### config.mk
export PLATFORM = sky130hd
export DESIGN_NAME = gpio_multibank
export DESIGN_NICKNAME = d
export VERILOG_FILES = /design/src/rtl/gpio_mb_pkg.sv /design/src/rtl/gpio_mb_sync.sv /design/src/rtl/gpio_mb_decode.sv /design/src/rtl/gpio_mb_bank.sv /design/src/rtl/gpio_multibank.sv
export SDC_FILE = /design/constraint.sdc
export NUM_CORES = 2
export LEC_CHECK = 0
export BUFFER_PORTS_ARGS = -buffer_cell sky130_fd_sc_hd__buf_2
export CAP_MARGIN = 20
export CORE_UTILIZATION = 50
export DETAILED_ROUTE_END_ITERATION = 12
export PLACE_DENSITY = 0.64
export SLEW_MARGIN = 10
export SYNTH_ARGS = -nofsm -noshare
export SYNTH_HDL_FRONTEND = slang
export SYNTH_SLANG_ARGS = --single-unit
### constraint.sdc
create_clock -name clk -period 4.2 [get_ports clk]
set_input_delay 0.21 -clock clk [delete_from_list [all_inputs] [get_ports clk]]
set_output_delay 0.21 -clock clk [all_outputs]
set_load 0.01 [all_outputs]
### src/rtl/gpio_mb_pkg.sv
package gpio_mb_pkg;

    // Number of register kinds and address field positions
    localparam int unsigned KIND_COUNT = 11;
    localparam int unsigned SLOT_LSB   = 4;   // 16-byte slot per register kind
    localparam int unsigned BANK_LSB   = 2;   // 4-byte step per bank

    typedef enum logic [3:0] {
        RK_DIR     = 4'd0,
        RK_INV     = 4'd1,
        RK_LEVEL   = 4'd2,
        RK_SETOUT  = 4'd3,
        RK_CLROUT  = 4'd4,
        RK_RISE_EN = 4'd5,
        RK_FALL_EN = 4'd6,
        RK_HIGH_EN = 4'd7,
        RK_LOW_EN  = 4'd8,
        RK_PEND    = 4'd9,
        RK_KIND    = 4'd10
    } reg_kind_e;

    typedef struct packed {
        logic      hit;
        logic [1:0] bank;
        reg_kind_e kind;
    } dec_t;

endpackage

### src/rtl/gpio_mb_sync.sv
module gpio_mb_sync #(
    parameter int unsigned W      = 32,
    parameter int unsigned STAGES = 2
) (
    input  logic         clk,
    input  logic         rst_n,
    input  logic [W-1:0] din,
    output logic [W-1:0] dout
);
    logic [W-1:0] stage_d [STAGES];
    logic [W-1:0] stage_q [STAGES];

    always_comb begin
        stage_d[0] = din;
        for (int i = 1; i < int'(STAGES); i++) begin
            stage_d[i] = stage_q[i-1];
        end
    end

    always_ff @(posedge clk or negedge rst_n) begin
        if (!rst_n) begin
            for (int i = 0; i < int'(STAGES); i++) begin
                stage_q[i] <= '0;
            end
        end else begin
            for (int i = 0; i < int'(STAGES); i++) begin
                stage_q[i] <= stage_d[i];
            end
        end
    end

    assign dout = stage_q[STAGES-1];
endmodule

### src/rtl/gpio_mb_decode.sv
module gpio_mb_decode
    import gpio_mb_pkg::*;
#(
    parameter int unsigned ADDR_W    = 8,
    parameter int unsigned NUM_BANKS = 3
) (
    input  logic [ADDR_W-1:0] addr,
    output dec_t              dec
);
    localparam int unsigned KIND_W = ADDR_W - SLOT_LSB;

    logic [KIND_W-1:0] kind_raw;
    logic [1:0]        bank_raw;
    logic              aligned;

    always_comb begin
        kind_raw = addr[ADDR_W-1:SLOT_LSB];
        bank_raw = addr[SLOT_LSB-1:BANK_LSB];
        aligned  = (addr[BANK_LSB-1:0] == '0);
        dec.hit  = aligned
                 && (32'(kind_raw) < KIND_COUNT)
                 && (32'(bank_raw) < NUM_BANKS);
        dec.bank = bank_raw;
        dec.kind = reg_kind_e'(kind_raw[3:0]);
    end
endmodule

### src/rtl/gpio_mb_bank.sv
module gpio_mb_bank
    import gpio_mb_pkg::*;
#(
    parameter int unsigned W = 32
) (
    input  logic         clk,
    input  logic         rst_n,
    input  logic         wr_en,
    input  reg_kind_e    kind,
    input  logic [W-1:0] wr_data,
    input  logic [W-1:0] pin_sync,
    output logic [W-1:0] rd_data,
    output logic [W-1:0] pin_out,
    output logic [W-1:0] pin_oe,
    output logic [W-1:0] pend,
    output logic         pend_nxt_any
);
    typedef struct packed {
        logic [W-1:0] dir;
        logic [W-1:0] inv;
        logic [W-1:0] latch;
        logic [W-1:0] rise_en;
        logic [W-1:0] fall_en;
        logic [W-1:0] high_en;
        logic [W-1:0] low_en;
        logic [W-1:0] pend;
        logic [W-1:0] kind;
        logic [W-1:0] prev;
    } bank_st_t;

    bank_st_t st_d, st_q;

    logic [W-1:0] lvl;
    logic [W-1:0] rise_ev;
    logic [W-1:0] fall_ev;
    logic [W-1:0] lvl_ev;
    logic [W-1:0] clr_mask;

    always_comb begin
        lvl      = pin_sync ^ st_q.inv;
        rise_ev  = lvl & ~st_q.prev & st_q.rise_en;
        fall_ev  = ~lvl & st_q.prev & st_q.fall_en;
        lvl_ev   = (lvl & st_q.high_en) | (~lvl & st_q.low_en);
        clr_mask = (wr_en && kind == RK_PEND) ? wr_data : '0;

        st_d      = st_q;
        st_d.prev = lvl;
        if (wr_en) begin
            case (kind)
                RK_DIR:     st_d.dir     = wr_data;
                RK_INV:     st_d.inv     = wr_data;
                RK_SETOUT:  st_d.latch   = st_q.latch | wr_data;
                RK_CLROUT:  st_d.latch   = st_q.latch & ~wr_data;
                RK_RISE_EN: st_d.rise_en = wr_data;
                RK_FALL_EN: st_d.fall_en = wr_data;
                RK_HIGH_EN: st_d.high_en = wr_data;
                RK_LOW_EN:  st_d.low_en  = wr_data;
                default:    ;
            endcase
        end
        // new events take priority over a same-cycle clear
        st_d.pend = (st_q.pend & ~clr_mask) | rise_ev | fall_ev | lvl_ev;
        st_d.kind = (st_q.kind | rise_ev) & ~fall_ev;
    end

    always_ff @(posedge clk or negedge rst_n) begin
        if (!rst_n) begin
            st_q <= '0;
        end else begin
            st_q <= st_d;
        end
    end

    always_comb begin
        case (kind)
            RK_DIR:     rd_data = st_q.dir;
            RK_INV:     rd_data = st_q.inv;
            RK_LEVEL:   rd_data = lvl;
            RK_SETOUT:  rd_data = st_q.latch;
            RK_CLROUT:  rd_data = st_q.latch;
            RK_RISE_EN: rd_data = st_q.rise_en;
            RK_FALL_EN: rd_data = st_q.fall_en;
            RK_HIGH_EN: rd_data = st_q.high_en;
            RK_LOW_EN:  rd_data = st_q.low_en;
            RK_PEND:    rd_data = st_q.pend;
            RK_KIND:    rd_data = st_q.kind;
            default:    rd_data = '0;
        endcase
    end

    assign pin_out      = st_q.latch;
    assign pin_oe       = st_q.dir;
    assign pend         = st_q.pend;
    assign pend_nxt_any = |st_d.pend;
endmodule

### src/rtl/gpio_multibank.sv
module gpio_multibank
    import gpio_mb_pkg::*;
#(
    parameter int unsigned NUM_BANKS   = 3,
    parameter int unsigned BANK_W      = 32,
    parameter int unsigned ADDR_W      = 8,
    parameter int unsigned SYNC_STAGES = 2
) (
    input  logic                          clk,
    input  logic                          rst_n,
    input  logic                          bus_sel,
    input  logic                          bus_we,
    input  logic [ADDR_W-1:0]             bus_addr,
    input  logic [BANK_W-1:0]             bus_wdata,
    output logic [BANK_W-1:0]             bus_rdata,
    input  logic [NUM_BANKS*BANK_W-1:0]   pin_in,
    output logic [NUM_BANKS*BANK_W-1:0]   pin_out,
    output logic [NUM_BANKS*BANK_W-1:0]   pin_oe,
    output logic                          irq
);
    localparam int unsigned PIN_W = NUM_BANKS * BANK_W;

    typedef struct packed {
        logic irq;
    } top_st_t;

    top_st_t top_d, top_q;

    dec_t               dec;
    logic [PIN_W-1:0]   pin_sync;
    logic [PIN_W-1:0]   stat_flat;
    logic [BANK_W-1:0]  bank_rd [NUM_BANKS];
    logic [NUM_BANKS-1:0] bank_nxt_any;

    gpio_mb_sync #(.W(PIN_W), .STAGES(SYNC_STAGES)) u_sync (
        .clk  (clk),
        .rst_n(rst_n),
        .din  (pin_in),
        .dout (pin_sync)
    );

    gpio_mb_decode #(.ADDR_W(ADDR_W), .NUM_BANKS(NUM_BANKS)) u_dec (
        .addr(bus_addr),
        .dec (dec)
    );

    for (genvar b = 0; b < int'(NUM_BANKS); b++) begin : g_bank
        logic bank_wr;
        assign bank_wr = bus_sel && bus_we && dec.hit && (32'(dec.bank) == b);

        gpio_mb_bank #(.W(BANK_W)) u_bank (
            .clk         (clk),
            .rst_n       (rst_n),
            .wr_en       (bank_wr),
            .kind        (dec.kind),
            .wr_data     (bus_wdata),
            .pin_sync    (pin_sync[b*BANK_W +: BANK_W]),
            .rd_data     (bank_rd[b]),
            .pin_out     (pin_out[b*BANK_W +: BANK_W]),
            .pin_oe      (pin_oe[b*BANK_W +: BANK_W]),
            .pend        (stat_flat[b*BANK_W +: BANK_W]),
            .pend_nxt_any(bank_nxt_any[b])
        );
    end

    always_comb begin
        bus_rdata = '0;
        if (bus_sel && !bus_we && dec.hit) begin
            for (int b = 0; b < int'(NUM_BANKS); b++) begin
                if (32'(dec.bank) == b) begin
                    bus_rdata = bank_rd[b];
                end
            end
        end
    end

    always_comb begin
        top_d     = top_q;
        top_d.irq = |bank_nxt_any;
    end

    always_ff @(posedge clk or negedge rst_n) begin
        if (!rst_n) begin
            top_q <= '0;
        end else begin
            top_q <= top_d;
        end
    end

    assign irq = top_q.irq;
endmodule

==> impl_metrics.ini <==
[drt]
routedWlPerCell_um = 28.2
initialDrtViolationCount = 4388
drc = 0
wirelength_mm = 173
vias = 38800
drtAntennaViolNets = 0
first_pass_iters = 6
avgViaCountPerCell = 6.33

[sta]
drv_slew = 0
whs_ns = 0.0309
setup_viol = 0
timing.final.crit_share_pct = 80.1
fin_crit_ns = 3.36
fmax_mhz = 297
finClkSkew_ns = 0.0290
tightest_slew_ns = 0.892
hold_viol_final = 0
timing.setup.tns_ns = 0
slew-limit-headroom_pct = 40.2
rsz0062_at_grt = no

[die]
dieArea_um2 = 103000
fp.dieW_um = 321
fp-row-count = 116
start_util_pct = 50.7
die_h_um = 321
io_pins = 365
coreArea_um2 = 101000

[logic_synthesis]
yosysSeqAreaShare_pct = 56.6
syn_inst = 4451
synth_area_um2 = 51000
synth_compound_area_share_pct = 18.2
synthXorXnorAreaFrac_pct = 1.65
synth_top_family_by_area = compound AO/OA/AOI/OAI gates
synth.area.mux_share_pct = 11.3
synthSimpleGateAreaFrac_pct = 5.45
yosys_warnings = 0
synth-adder-area-share_pct = 0
synth_edf_count = 0
synth_nets = 4591
async_reset_ff_share_pct = 100
synth_ff_type = dfrtp_1
ys_types = 51
synth_area_per_cell_um2 = 11.4
ys_seq_elements = 1153

[setup_path]
r2r_start = u_sync.dout[9]$_DFF_PN0_
critPathMaxFanout = 38
startpoint_type = input pin
r2r_setup_slack_ns = 1.49
crit_path_end_kind = output pin
r2r-end = irq$_DFF_PN0_
ff2ff_path_depth = 5
worstPathArrival_ns = 3.15
cp.required_ns = 3.99
path_class = in -> out

[global_routing]
grt_pass1_vias = 38500
grt_max_degree = 141
antenna_found_initial = 10
grt_pass1_wl_mm = 257
track_usage_pct = 33.5
grt_overflow_total = 0

[run_status]
status = complete, no violations

[min_path]
worstHoldEndpoint = g_bank[2].u_bank.st_q[173]$_DFFE_PN0P_
holdPathStages = 3
min_path_type = in -> reg
hold_start = bus_wdata[13]

[finish]
drive_gt1_share_pct = 26.2
area_growth_pct = 14.6
num-fill-cells = 8376
diodes = 0
finalNetCount = 4818

[clock_tree]
clkTransAtPathRegs_ns = 0.06
clock_latency_ns = 0.73
cts_buffers = 121
cts_tree = done
cts_setup_buffers = 0
cts_max_path_buffers = 3
cts.sinks = 1153
htree_levels = 3
root_buffer = clkbuf_16

[place]
gp_congestion = 0.912
dp_hpwl_mm = 113
io_buffers = 364

[run]
maxCapViolCount = 0

[power_and_ir_drop]
p_leak_nw = 27.5
p_per_area_nw_per_um2 = 424
vdd_drop_max_mv = 0.356
-- state kept, by name, indices dropped and copies added (netlist names), named ones only --
signal	flops
g_bank.u_bank.pin_oe	96
g_bank.u_bank.st_q	672
u_sync.dout	96
irq	1
g_bank.u_bank.pend	96
u_sync.stage_d	96
-- layout by cell type, fill, tap and decap left out, types with 24 or more instances in the layout --
cell,count
a221o_1,62
a22oi_1,244
a22o_1,38
xor2_1,96
mux2_2,499
o21ai_0,334
a221oi_1,83
clkbuf_16,122
a31oi_1,123
nor2b_1,37
a211oi_1,31
nand2_1,256
nand3_1,74
a21o_1,62
buf_12,27
clkinv_2,25
nand4_1,85
nor2_1,67
clkbuf_8,31
dfrtp_1,1153
buf_4,121
inv_1,163
o211ai_1,38
buf_2,363
a21oi_1,330
o211a_1,24
dlygate4sd3_1,116
-- where the power goes --
| part | total [W] | internal (W) | switching [W] |
|---|---|---|---|
| registers | 0.0120 | 0.0116 | 0.000422 |
| clock network | 0.0108 | 0.00622 | 0.00455 |
| logic | 0.00193 | 0.000658 | 0.00127 |
| total | 0.0247 | 0.0185 | 0.00625 |
-- kinds of logic (layout without fill, tap and decap cells) --
logic type      after synthesis  after routing
compound gates             1415           1415
flops                      1153           1153
buf+inv                     686           1006
simple gates                591            591
mux                         510            510
xor+xnor                     96             96
-- synthesized netlist by cell type (all sizes together), types with 7 or more instances --
| master | count | area share [%] |
|---|---|---|
| buf | 328 | 4.2 |
| a211oi | 31 | 0.46 |
| o211a | 24 | 0.47 |
| a221o | 62 | 1.2 |
| nand3 | 74 | 0.73 |
| o211ai | 39 | 0.58 |
| o221a | 7 | 0.15 |
| nand4 | 85 | 1.0 |
| clkbuf | 195 | 1.4 |
| a21o | 62 | 0.91 |
| nand2 | 257 | 1.9 |
| xor2 | 96 | 1.7 |
| a22o | 38 | 0.65 |
| a221oi | 83 | 1.4 |
| mux2 | 510 | 11 |
| inv | 163 | 1.2 |
| a31oi | 123 | 1.5 |
| nor2 | 88 | 0.66 |
| nor4 | 23 | 0.29 |
| o21ai | 336 | 3.3 |
| o2111ai | 21 | 0.36 |
| dfrtp | 1153 | 57 |
| a22oi | 244 | 3.6 |
| nor3 | 8 | 0.088 |
| nor2b | 39 | 0.48 |
| a21oi | 331 | 3.3 |
-- layer usage --
metal	wire, um	vias up	global-route usage [%]
li1	-	16600	-
met1	69800	19700	45.9
met2	77900	2126	51.0
met3	16900	399	7.59
met4	8180	12	14.6
met5	71	-	0
-- worst max-delay path by stage --
stage | startpoint | to | slack, ns | depth (start not counted)
3_5_place_dp | bus_addr[5] | irq$_DFF_PN0_ | 0.71 | 10
2_1_floorplan | bus_addr[7] | bus_rdata[17] | 2.06 | 11
3_3_place_gp | bus_addr[5] | irq$_DFF_PN0_ | 0.64 | 10
5_1_grt | bus_addr[5] | bus_rdata[14] | 0.85 | 9
4_1_cts | bus_addr[5] | bus_rdata[14] | 0.89 | 9
6_report | bus_addr[5] | bus_rdata[14] | 0.84 | 9
-- cell type report --
| type | count | area (um^2) | share of cell area (%) |
|---|---|---|---|
| Sequential cell | 1153 | 28900 | 49.4 |
| Tap cell | 1357 | 1700 | 2.91 |
| Clock inverter | 44 | 434 | 0.744 |
| Inverter | 163 | 612 | 1.05 |
| Timing Repair Buffer | 627 | 4430 | 7.58 |
| Clock buffer | 172 | 3550 | 6.08 |
| Multi-Input combinational cell | 2612 | 18800 | 32.2 |
-- critical path: stages --
cell and delay (ns):
buf_2 0.19, and4bb_4 0.93, buf_4 0.43, a22oi_1 0.14, nand3_1 0.11, a211oi_1 0.10
a31oi_1 0.57, o221a_2 0.32, buf_2 0.13
-- per-stage QoR --
step	cells	area (um^2)	setup slack (ns)	utilization [%]	total power [W]
finish	6128	58400	0.836	58.1	0.0247
CTS	6128	58400	0.891	58.1	0.0249
global route	6128	58400	0.849	58.1	0.0255
floorplan	4451	51000	2.06	-	0.0131
global placement	5796	53200	0.640	52.9	0.0140
detailed placement	5796	53200	0.705	52.9	0.0141
-- what timing repair did --
item,CTS,global route
hold buffers,116,0
gates resized for setup,0,0
hold endpoints to repair,251,0
Note: power is estimated with default switching activity, not from simulation.
